### src/rtl/phofs_pkg.sv
package phofs_pkg;

    typedef enum logic [1:0] {
        STEP_HOLD   = 2'd0,
        STEP_ADV    = 2'd1,
        STEP_RET    = 2'd2,
        STEP_REJECT = 2'd3
    } step_kind_e;

    typedef struct packed {
        logic adv;
        logic ret;
    } step_req_t;

    // Classify a coarse write from the modular difference (new - current).
    function automatic step_kind_e classify_step(input logic is_zero,
                                                 input logic is_plus1,
                                                 input logic is_minus1);
        step_kind_e k;
        if (is_zero)        k = STEP_HOLD;
        else if (is_plus1)  k = STEP_ADV;
        else if (is_minus1) k = STEP_RET;
        else                k = STEP_REJECT;
        return k;
    endfunction

    function automatic step_req_t req_of(input step_kind_e k);
        step_req_t r;
        r.adv = (k == STEP_ADV);
        r.ret = (k == STEP_RET);
        return r;
    endfunction

endpackage

### src/rtl/phofs_regif.sv
module phofs_regif #(
    parameter int ADDR_W      = 2,
    parameter int DATA_W      = 8,
    parameter int COARSE_ADDR = 0,
    parameter int FINE_ADDR   = 1
) (
    input  logic              wr_en,
    input  logic [ADDR_W-1:0] wr_addr,
    input  logic [ADDR_W-1:0] rd_addr,
    input  logic [DATA_W-1:0] coarse_q,
    input  logic [DATA_W-1:0] fine_q,
    output logic              coarse_we,
    output logic              fine_we,
    output logic [DATA_W-1:0] rd_data
);
    localparam logic [ADDR_W-1:0] A_COARSE = ADDR_W'(COARSE_ADDR);
    localparam logic [ADDR_W-1:0] A_FINE   = ADDR_W'(FINE_ADDR);

    assign coarse_we = wr_en && (wr_addr == A_COARSE);
    assign fine_we   = wr_en && (wr_addr == A_FINE);

    always_comb begin
        if (rd_addr == A_COARSE)    rd_data = coarse_q;
        else if (rd_addr == A_FINE) rd_data = fine_q;
        else                        rd_data = '0;
    end
endmodule

### src/rtl/phofs_coarse.sv
module phofs_coarse
    import phofs_pkg::*;
#(
    parameter int DATA_W = 8
) (
    input  logic              clk,
    input  logic              rst,
    input  logic              we,
    input  logic [DATA_W-1:0] wdata,
    output logic [DATA_W-1:0] coarse_q,
    output step_req_t         req_q,
    output logic              err_q
);
    localparam logic [DATA_W-1:0] ONE  = DATA_W'(1);
    localparam logic [DATA_W-1:0] ALL1 = '1;

    logic [DATA_W-1:0] diff;
    step_kind_e        kind;

    assign diff = wdata - coarse_q;
    assign kind = classify_step(diff == '0, diff == ONE, diff == ALL1);

    always_ff @(posedge clk) begin
        if (rst) begin
            coarse_q <= '0;
            req_q    <= '0;
            err_q    <= 1'b0;
        end else begin
            req_q <= '0;
            if (we) begin
                if (kind == STEP_REJECT) begin
                    err_q <= 1'b1;
                end else begin
                    coarse_q <= wdata;
                    req_q    <= req_of(kind);
                    err_q    <= 1'b0;
                end
            end
        end
    end
endmodule

### src/rtl/phofs_fine.sv
module phofs_fine #(
    parameter int DATA_W = 8
) (
    input  logic              clk,
    input  logic              rst,
    input  logic              we,
    input  logic [DATA_W-1:0] wdata,
    output logic [DATA_W-1:0] fine_q
);
    always_ff @(posedge clk) begin
        if (rst)     fine_q <= '0;
        else if (we) fine_q <= wdata;
    end
endmodule

### src/rtl/phase_offset_ctrl.sv
module phase_offset_ctrl
    import phofs_pkg::*;
#(
    parameter int ADDR_W      = 2,
    parameter int DATA_W      = 8,
    parameter int COARSE_ADDR = 0,
    parameter int FINE_ADDR   = 1
) (
    input  logic                     clk,
    input  logic                     rst,
    input  logic                     wr_en,
    input  logic [ADDR_W-1:0]        wr_addr,
    input  logic [DATA_W-1:0]        wr_data,
    input  logic [ADDR_W-1:0]        rd_addr,
    output logic [DATA_W-1:0]        rd_data,
    output logic                     adv_pulse,
    output logic                     ret_pulse,
    output logic                     step_err,
    output logic signed [DATA_W-1:0] fine_code
);
    logic              coarse_we, fine_we;
    logic [DATA_W-1:0] coarse_q, fine_q;
    step_req_t         req;

    phofs_regif #(
        .ADDR_W(ADDR_W), .DATA_W(DATA_W),
        .COARSE_ADDR(COARSE_ADDR), .FINE_ADDR(FINE_ADDR)
    ) u_regif (
        .wr_en(wr_en), .wr_addr(wr_addr), .rd_addr(rd_addr),
        .coarse_q(coarse_q), .fine_q(fine_q),
        .coarse_we(coarse_we), .fine_we(fine_we), .rd_data(rd_data)
    );

    phofs_coarse #(.DATA_W(DATA_W)) u_coarse (
        .clk(clk), .rst(rst), .we(coarse_we), .wdata(wr_data),
        .coarse_q(coarse_q), .req_q(req), .err_q(step_err)
    );

    phofs_fine #(.DATA_W(DATA_W)) u_fine (
        .clk(clk), .rst(rst), .we(fine_we), .wdata(wr_data),
        .fine_q(fine_q)
    );

    assign adv_pulse = req.adv;
    assign ret_pulse = req.ret;
    assign fine_code = signed'(fine_q);
endmodule

### config.mk
export PLATFORM = sky130hd
export DESIGN_NAME = phase_offset_ctrl
export DESIGN_NICKNAME = d
export VERILOG_FILES = /design/src/rtl/phofs_pkg.sv /design/src/rtl/phofs_regif.sv /design/src/rtl/phofs_coarse.sv /design/src/rtl/phofs_fine.sv /design/src/rtl/phase_offset_ctrl.sv
export SDC_FILE = /design/constraint.sdc
export NUM_CORES = 1
export LEC_CHECK = 0
export ABC_AREA = 1
export ABC_CLOCK_PERIOD_IN_PS = 2600
export BUFFER_PORTS_ARGS = -buffer_cell sky130_fd_sc_hd__buf_2
export CAP_MARGIN = 20
export CELL_PAD_IN_SITES_DETAIL_PLACEMENT = 1
export CELL_PAD_IN_SITES_GLOBAL_PLACEMENT = 1
export CORE_ASPECT_RATIO = 1.1
export CORE_MARGIN = 2
export CORE_UTILIZATION = 36
export DETAILED_ROUTE_END_ITERATION = 7
export PLACE_DENSITY_LB_ADDON = 0.1
export RECOVER_POWER = 100
export SETUP_SLACK_MARGIN = 0.05
export SYNTH_ARGS = -nofsm -noshare
export SYNTH_HDL_FRONTEND = slang
export SYNTH_HIERARCHICAL = 1
export SYNTH_SLANG_ARGS = --single-unit
export TNS_END_PERCENT = 50
### constraint.sdc
create_clock -name clk -period 2.6 [get_ports clk]
set_input_delay 0.26 -clock clk [delete_from_list [all_inputs] [get_ports clk]]
set_output_delay 0.26 -clock clk [all_outputs]
set_load 0.1 [all_outputs]
==> results.txt, run 1 <==
Crit path DAT: 2.49 ns
DP Area: 1660 sq um
GPL Wtd Cong: 0.786
Comb pwr share: 0.287
Reg2Reg Depth: 15
DRC errors left: 0
Max Freq: 426 MHz
Die X: 64.6 um
Post CTS Setup Buffer Count: 0
Clock power share: 0.289
Post-Synth Adder-Cell Area: 0.0825
R2r endpoint: u_coarse/coarse_q[5]
Core ar.: 3930 sq um
Pwr/cell area: 427 nW/um^2
R2r setup slk: 0.25 ns
Drt via density: 4.65
Num CTS Buffers: 3
Relative slew slack: 0.215
First-pass GRT wire length: 6.40 mm
Worst setup SP type: flip-flop
Num rows: 24
CP max FO: 10
CP Capture Point: u_coarse/coarse_q[5]
Routed WL: 3.70 mm
Yosys Warn Count: 6
Die area: 4570 sq um
Synth Register Bits: 19
Initial Util: 0.370
Post-Synth XOR/XNOR Area: 0.00601
Hold-fix buffers, CTS: 0
CTS tree: built
Design area: 1670 sq um
RSZ-0062 raised after global routing: no
Switching power: 0.000261 W
Cells after synthesis: 236
Synth Cell Area: 1460 sq um
Clock transition at the registers of the reported paths: 0.08 ns
Cell variety after synth: 22
VDD IR-drop max: 0.294 mV
Post-Synth Simple-Gate Area: 0.509
Complex-gate fraction of the synthesized area: 0.0198
# nets final: 295
Final Hold Viols: 0
Via count: 1497
Initial antenna violation count: 0
Worst min path class: input pin to flip-flop
Status: finished clean
Maxcap violations: 0
Syn Area/Cell: 6.17 sq um
Post-synthesis sequential area ratio: 0.261
Hold slack: 0.214 ns
Fin crit share: 0.903
Hold path startpoint: rst
Fillcell total: 572
Initial DRC Count: 28
Cts repair resizes: 0
Clock sinks: 19
Req. time, crit path: 2.75 ns
Syn nets: 260
Number of global-route vias before repair: 1497
Mux cell area share after synthesis: 0
CTS Buffer Depth: 2
Largest net degree at the start of global routing: 19
Num ports: 34
First-pass iteration count of the detailed router: 4
Avg WL per Cell: 11.5 um
DRT antenna net count: 0
Worst setup path startpoint: u_coarse/coarse_q[0]
Worst Setup End Kind: flip-flop
GRT Total Usage: 0.171
Die Y: 70.7 um
Layout Area Growth over Synthesis: 14.9%
Sw frac: 0.365
Clock Latency Late Sink: 0.25 ns
Total power: 0.000715 W
DP HPWL: 3.12 mm
Worst Setup Path Type: flip-flop to flip-flop
Worst slew pin tran: 1.18 ns
Slew Viols, Final: 0
Fin crit period: 2.35 ns
Root Driver: clkbuf_8
Ant diodes: 0
Grt total ovfl: 0
Clk_skew: 0.00433 ns
FF-to-FF Start: u_coarse/coarse_q[0]
H-Tree Depth: 1
Core Util, Final: 0.426
Reg power frac: 0.425
Power Internal: 0.000454 W
P_leak: 0.915 nW
IO buf count: 33
Largest family of logic cells by synthesized area: simple AND/OR/NAND/NOR gates
Share of cells above drive strength 1: 0.119
Setup TNS: 0 ns
Final setup viols: 0
-- worst min-delay path by stage --
stage | cells after the start | to | slack, ns
floorplan | 1 | u_coarse/req_q[0] | 0.33
global placement | 2 | u_coarse/err_q | 0.46
detailed placement | 2 | u_coarse/err_q | 0.47
CTS | 2 | u_coarse/req_q[0] | 0.21
global route | 2 | u_coarse/req_q[0] | 0.21
finish | 2 | u_coarse/req_q[0] | 0.21
-- registers in the layout (all words and copies together) (netlist names) --
register           cells
u_fine/fine_q          8
u_coarse/err_q         1
u_coarse/req_q         2
u_coarse/coarse_q      8
-- worst max-delay path: stages (launching register included) --
cell and delay [ns]:
dfxtp_1 0.39, ha_1 0.16, inv_1 0.05, fa_1 0.41, nand2_1 0.13, nand2_1 0.10, nand3_1 0.12, nand2_1 0.08
nand2_1 0.07, nand2_1 0.05, nor2_1 0.18, nand2_4 0.10, nand2_4 0.14, nand2_4 0.11, nand3_1 0.09, nand2_1 0.08
-- routing by layer --
metal  vias to the layer above  track usage  wire length (um)
li1                        803            -                 -
met1                       671        0.203              1740
met2                        19        0.322              1840
met3                         4       0.0175                74
met4                         0       0.0496                44
met5                         -            0                 0
-- stage by stage --
step | setup WS, ns | instances
floorplan | 0.560 | 236
global placement | 0.322 | 318
detailed placement | 0.276 | 318
CTS | 0.290 | 322
global route | 0.0697 | 322
finish | 0.252 | 322
-- Yosys cell counts, drive strengths merged --
| library cell | count | area share |
|---|---|---|
| nand2 | 85 | 0.24 |
| inv | 35 | 0.090 |
| nand3 | 34 | 0.12 |
| nor2 | 30 | 0.094 |
| dfxtp | 19 | 0.26 |
| nand4 | 9 | 0.039 |
| ha | 8 | 0.069 |
| a21oi | 5 | 0.020 |
| buf | 3 | 0.023 |
| clkbuf | 2 | 0.0052 |
| or2 | 2 | 0.0086 |
| clkinv | 1 | 0.0026 |
| fa | 1 | 0.014 |
| nor3 | 1 | 0.0069 |
| xor2 | 1 | 0.0060 |
-- area by class of cell --
class | instances | area, sq um | area share
clock buffer | 3 | 41.3 | 0.0247
clock inverter | 1 | 5.00 | 0.00299
inverter | 36 | 135 | 0.0807
multi-input combinational | 176 | 895 | 0.534
sequential | 19 | 380 | 0.227
tap | 52 | 65.1 | 0.0389
timing repair buffer | 35 | 153 | 0.0912
-- logic make-up after synthesis --
group,count (synthesis)
flops,19
buf+inv,41
simple gates,161
fa+ha+maj,9
xor+xnor,1
compound gates,5
-- power groups by stage --
stage / clock, W / sequential (W) / combinational, W
finish: 0.000206 / 0.000304 / 0.000205
CTS: 0.000215 / 0.000303 / 0.000211
global placement: 0 / 0.000310 / 0.000209
global route: 0.000224 / 0.000305 / 0.000226
detailed placement: 0 / 0.000310 / 0.000211
floorplan: 0 / 0.000361 / 0.000113
-- layout by cell type, fill, tap and decap left out, types with 2 or more instances in the layout --
cell type  count
nor2_1        27
dfxtp_1       19
clkbuf_8       3
clkbuf_1      20
nand2_2        3
nand3_1       33
buf_2         14
or2_1          2
nor2_2         2
nand2_4        3
nand4_1        9
a21oi_1        4
nand2_1       79
ha_1           8
inv_1         34
Note: power is estimated with default switching activity, not from simulation.
==> run 2, diff against run 1 <==
--- a/config.mk
+++ b/config.mk
@@ -15,9 +15,11 @@
 export CORE_MARGIN = 2
 export CORE_UTILIZATION = 36
 export DETAILED_ROUTE_END_ITERATION = 7
+export GPL_TIMING_DRIVEN = 0
 export PLACE_DENSITY_LB_ADDON = 0.1
 export RECOVER_POWER = 100
 export SETUP_SLACK_MARGIN = 0.05
+export SLEW_MARGIN = 20
 export SYNTH_ARGS = -nofsm -noshare
 export SYNTH_HDL_FRONTEND = slang
 export SYNTH_HIERARCHICAL = 1
==> run 2 against run 1 <==
- utilization up 1.1 points
- clock skew is 0.0030 ns lower
- non-clock buffer count up 6
- sequential share of layout area fell by 0.49 points
- total power grew 0.28%
- first-iteration DRC count is 25% lower
- cell count increased by 1.9%
- critical path depth did not move
- design area increased by 2.5%
- count of clock-buffer cells in the layout is 1 higher
- flip-flop and latch count unchanged
- fmax is 4.0% higher
- highest routed layer unchanged
==> results.txt, run 2 (synthesis results as in run 1) <==
Core ar.: 3930 sq um
Number of global-route vias before repair: 1547
Root Driver: clkbuf_8
Worst Setup End Kind: flip-flop
GRT Total Usage: 0.188
R2r endpoint: u_coarse/coarse_q[5]
Hold path startpoint: rst
Clock Latency Late Sink: 0.25 ns
Die area: 4570 sq um
Reg2Reg Depth: 15
CTS Buffer Depth: 2
Clk_skew: 0.00138 ns
Routed WL: 3.97 mm
First-pass GRT wire length: 6.89 mm
Fin crit share: 0.869
Die Y: 70.7 um
Worst slew pin tran: 1.18 ns
Slew Viols, Final: 0
Max Freq: 443 MHz
Worst min path class: input pin to flip-flop
Clock transition at the registers of the reported paths: 0.07 ns
Area of the multi-input gates: 897 sq um
Num ports: 34
IO buf count: 32
P_leak: 0.933 nW
Commonest non-fill, non-tap cell in the layout: nand2_1
Most frequent cells in the layout: nand2_1 (79), inv_1 (34), nand3_1 (33)
CTS tree: built
GPL Wtd Cong: 0.771
FF-to-FF Start: u_coarse/coarse_q[0]
Met1 Track Usage GR: 0.231
VDD IR-drop max: 0.312 mV
Drt via density: 4.67
Worst setup SP type: flip-flop
R2r setup slk: 0.34 ns
Status: finished clean
CP max FO: 10
Pwr/cell area: 417 nW/um^2
Maxcap violations: 0
Setup TNS: 0 ns
Crit path DAT: 2.41 ns
GRT busiest layer: met2
Min-Delay Endpoint: u_coarse/req_q[0]
Grt total ovfl: 0
Num rows: 24
DRC errors left: 0
First-pass iteration count of the detailed router: 4
DP HPWL: 3.32 mm
Die X: 64.6 um
Initial DRC Count: 21
Req. time, crit path: 2.75 ns
Non-Filler Instances: 328
Hold path depth: 2
Largest regs: u_coarse/coarse_q: 8 flops, u_fine/fine_q: 8 flops, u_coarse/req_q: 2 flops
Fillcell total: 585
Met2 Use GR: 0.352
Share of cells above drive strength 1: 0.130
Layout Area Growth over Synthesis: 17.9%
Placed Cells: 320
Met3 Usage GRT: 0.0143
Ant diodes: 0
# nets final: 301
Largest net degree at the start of global routing: 11
Num CTS Buffers: 3
Final setup viols: 0
Register Area: 382 sq um
Clock sinks: 19
Initial antenna violation count: 0
Fin crit period: 2.26 ns
Final Hold Viols: 0
DRT antenna net count: 0
Initial Util: 0.370
Relative slew slack: 0.218
Via count: 1533
Avg WL per Cell: 12.1 um
RSZ-0062 raised after global routing: no
Worst Setup Path Type: flip-flop to flip-flop
H-Tree Depth: 1
[run 2: changes by cell type in the layout (fill, tap and decap cells not counted), sizes merged]
cell and delta:
clkbuf +4, clkinv -1, buf +3
[run 2: cell type report]
cell class	count	area share
timing repair buffer	36	0.0969
inverter	36	0.0787
multi-input combinational	176	0.523
tap	52	0.0379
buffer	5	0.0153
clock buffer	4	0.0262
sequential	19	0.222
[run 2: how the worst max path moves through the flow]
stage                                      end  cells after the start                  from
final                     u_coarse/coarse_q[5]                     15  u_coarse/coarse_q[0]
after global routing      u_coarse/coarse_q[3]                     15  u_coarse/coarse_q[0]
after CTS                 u_coarse/coarse_q[7]                     15  u_coarse/coarse_q[0]
after detailed placement  u_coarse/coarse_q[7]                     17            wr_data[0]
after global placement    u_coarse/coarse_q[7]                     14            wr_data[0]
after floorplan                     rd_data[0]                      2      u_fine/fine_q[0]
[run 2: power by group]
group	switching [W]	internal (W)	leakage, nW	total (W)
clock	0.0000962	0.000109	0.0228	0.000205
combinational	0.000157	0.0000511	0.756	0.000208
sequential	0.00000541	0.000298	0.155	0.000304
total	0.000258	0.000458	0.933	0.000717
[run 2: timing repair]
action	CTS	global route
buffers inserted	0	4
resized for setup	0	1
hold buffers	0	0
setup endpoints to repair	0	9
[run 2: critical path, stage by stage (launching register included)]
cell and delay (ns):
dfxtp_2 0.37, ha_1 0.15, inv_1 0.05, fa_1 0.40, nand2_2 0.10, nand2_1 0.09
nand3_1 0.12, nand2_1 0.09, nand2_1 0.07, nand2_1 0.04, nor2_1 0.09, nand2_1 0.14
nand2_4 0.17, nand2_4 0.12, nand3_1 0.10, nand2_1 0.06
[run 2: metal layers]
layer | vias up | wire length [um]
li1 | 817 | -
met1 | 699 | 1810
met2 | 15 | 2070
met3 | 2 | 60
met4 | 0 | 25
met5 | - | 0
[run 2: per-stage QoR]
stage	setup WS, ns	utilization	cell area, sq um	hold WS (ns)	power [W]
finish	0.341	0.436	1720	0.212	0.000717
global placement	0.310	0.427	1680	0.468	0.000521
CTS	0.279	0.439	1730	0.210	0.000731
detailed placement	0.254	0.427	1680	0.481	0.000523
global route	0.0357	0.436	1720	0.208	0.000762
floorplan	0.560	-	1460	0.330	0.000474
==> run 3, diff against run 2 <==
--- a/config.mk
+++ b/config.mk
@@ -16,7 +16,7 @@
 export CORE_UTILIZATION = 36
 export DETAILED_ROUTE_END_ITERATION = 7
 export GPL_TIMING_DRIVEN = 0
-export PLACE_DENSITY_LB_ADDON = 0.1
+export PLACE_DENSITY = 0.76
 export RECOVER_POWER = 100
 export SETUP_SLACK_MARGIN = 0.05
 export SLEW_MARGIN = 20
==> run 3 against run 2 <==
- design area fell by 1.8%
- via count decreased by 1.6%
- first-iteration DRC count shrank 9.5%
- sequential power is essentially flat
- global-route usage decreased by 0.95 points
- non-clock buffer count is 4 lower
- clock power about the same
- setup slack got worse by 0.062 ns
- flip-flop and latch count did not move
- critical path type unchanged
- largest cell class unchanged
==> results.txt, run 3 (synthesis results as in run 1) <==
Grt total ovfl: 0
Final Hold Viols: 0
H-Tree Depth: 1
Initial antenna violation count: 0
Max Freq: 431 MHz
Non-Filler Instances: 324
Top cell family by delay on the critical path: simple AND/OR/NAND/NOR gates
CTS Buffer Depth: 2
Crit-path cells: ha_1 > inv_1 > fa_1 > nand2_1 > nand2_1 > nand3_1 > nand2_1 > nand2_1 > nand2_1 > nor2_2 > nand2_4 > nand2_4 > nand2_4 > nand3_1 > nand2_1
CTS tree: built
Share of cells above drive strength 1: 0.114
Clock transition at the registers of the reported paths: 0.07 ns
Largest regs: u_coarse/coarse_q: 8 flops, u_fine/fine_q: 8 flops, u_coarse/req_q: 2 flops
Core ar.: 3930 sq um
Num CTS Buffers: 3
# nets final: 297
Placed Cells: 320
Die X: 64.6 um
Die area: 4570 sq um
First-pass GRT wire length: 6.63 mm
Die Y: 70.7 um
Num rows: 24
Most frequent cell on the critical path: nand2_1
Worst slew pin tran: 1.17 ns
CP max FO: 10
Clock sinks: 19
Commonest non-fill, non-tap cell in the layout: nand2_1
Req. time, crit path: 2.75 ns
Via count: 1509
Status: finished clean
P_leak: 0.912 nW
Largest net degree at the start of global routing: 11
Routed WL: 3.76 mm
Pwr/cell area: 424 nW/um^2
Fin crit period: 2.32 ns
Setup TNS: 0 ns
CP peak stage delay: 0.41 ns
Post CTS Setup Buffer Count: 0
DRT antenna net count: 0
Maxcap violations: 0
Fillcell total: 575
Worst min path class: input pin to flip-flop
Cts repair resizes: 0
GPL Wtd Cong: 0.765
Hold-fix buffers, CTS: 0
Crit path buf inv count: 1
Final setup viols: 0
IO buf count: 32
Avg WL per Cell: 11.6 um
Root Driver: clkbuf_8
Initial DRC Count: 19
Drt via density: 4.66
Worst slack, placed: 0.233 ns
Most frequent cells in the layout: nand2_1 (79), inv_1 (34), nand3_1 (33)
VDD IR-drop max: 0.298 mV
Initial Util: 0.370
DRC errors left: 0
Clock Latency Late Sink: 0.25 ns
Worst Setup Path Type: flip-flop to flip-flop
CP max-delay cell: fa_1
Crit path DAT: 2.47 ns
RSZ-0062 raised after global routing: no
DP HPWL: 3.28 mm
Number of global-route vias before repair: 1514
Ant diodes: 0
Total power: 0.000715 W
First-pass iteration count of the detailed router: 4
Worst setup SP type: flip-flop
Layout Area Growth over Synthesis: 15.7%
Slew Viols, Final: 0
Num ports: 34
Relative slew slack: 0.220
Post-route worst setup slack: 0.279 ns
GRT Total Usage: 0.179
Fin crit share: 0.893
Clk_skew: 0.00446 ns
Worst Setup End Kind: flip-flop
run 3: changes by cell type in the layout (fill, tap and decap cells not counted):
cell	previous run	this run
buf_4	4	0
dfxtp_1	18	19
dfxtp_2	1	0
run 3: where the power goes:
group | leakage, nW | total, W | internal (W) | switching [W]
logic | 0.735 | 0.000207 | 0.0000501 | 0.000157
registers | 0.154 | 0.000303 | 0.000298 | 0.00000518
clock network | 0.0228 | 0.000204 | 0.000109 | 0.0000956
run 3: stage by stage:
stage	hold slack [ns]	util	instance area, sq um
2_1_floorplan	0.330	-	1460
3_3_place_gp	0.465	0.427	1680
3_5_place_dp	0.478	0.427	1680
4_1_cts	0.223	0.439	1730
5_1_grt	0.232	0.428	1690
6_report	0.234	0.428	1690
run 3: worst reg2reg max path, delay by kind of cell, from the launching register on:
family | cells | cell delay [ns]
buffers and inverters | 1 | 0.05
and+or+nand+nor | 12 | 1.19
DFF | 1 | 0.40
adders and majority gates | 2 | 0.59
run 3: layer usage:
metal | vias up | routed length, um | share of wire | global-route usage
li1 | 805 | - | - | -
met1 | 686 | 1660 | 0.44 | 0.210
met2 | 14 | 2010 | 0.53 | 0.343
met3 | 4 | 47 | 0.013 | 0.0143
met4 | 0 | 43 | 0.011 | 0.0520
met5 | - | 0 | 0 | 0
run 3: path summary, 6_finish.rpt:
check	start	endpoint	slack, ns	depth (start not counted)
setup / recovery	u_coarse/coarse_q[0]	u_coarse/coarse_q[0]	0.28	15
hold / removal	rst	u_coarse/req_q[0]	0.23	2
setup reg to reg	u_coarse/coarse_q[0]	u_coarse/coarse_q[0]	0.28	15
hold reg to reg	u_coarse/coarse_q[2]	u_coarse/coarse_q[2]	0.49	2
run 3: layout make-up:
class | count | area, sq um | area share
plain buffers | 5 | 26.3 | 0.0156
repair buffers | 32 | 136 | 0.0809
well taps | 52 | 65.1 | 0.0386
multi-input cells | 176 | 897 | 0.532
clock buffers | 4 | 45.0 | 0.0267
inverters | 36 | 135 | 0.0802
flip-flops and latches | 19 | 380 | 0.226
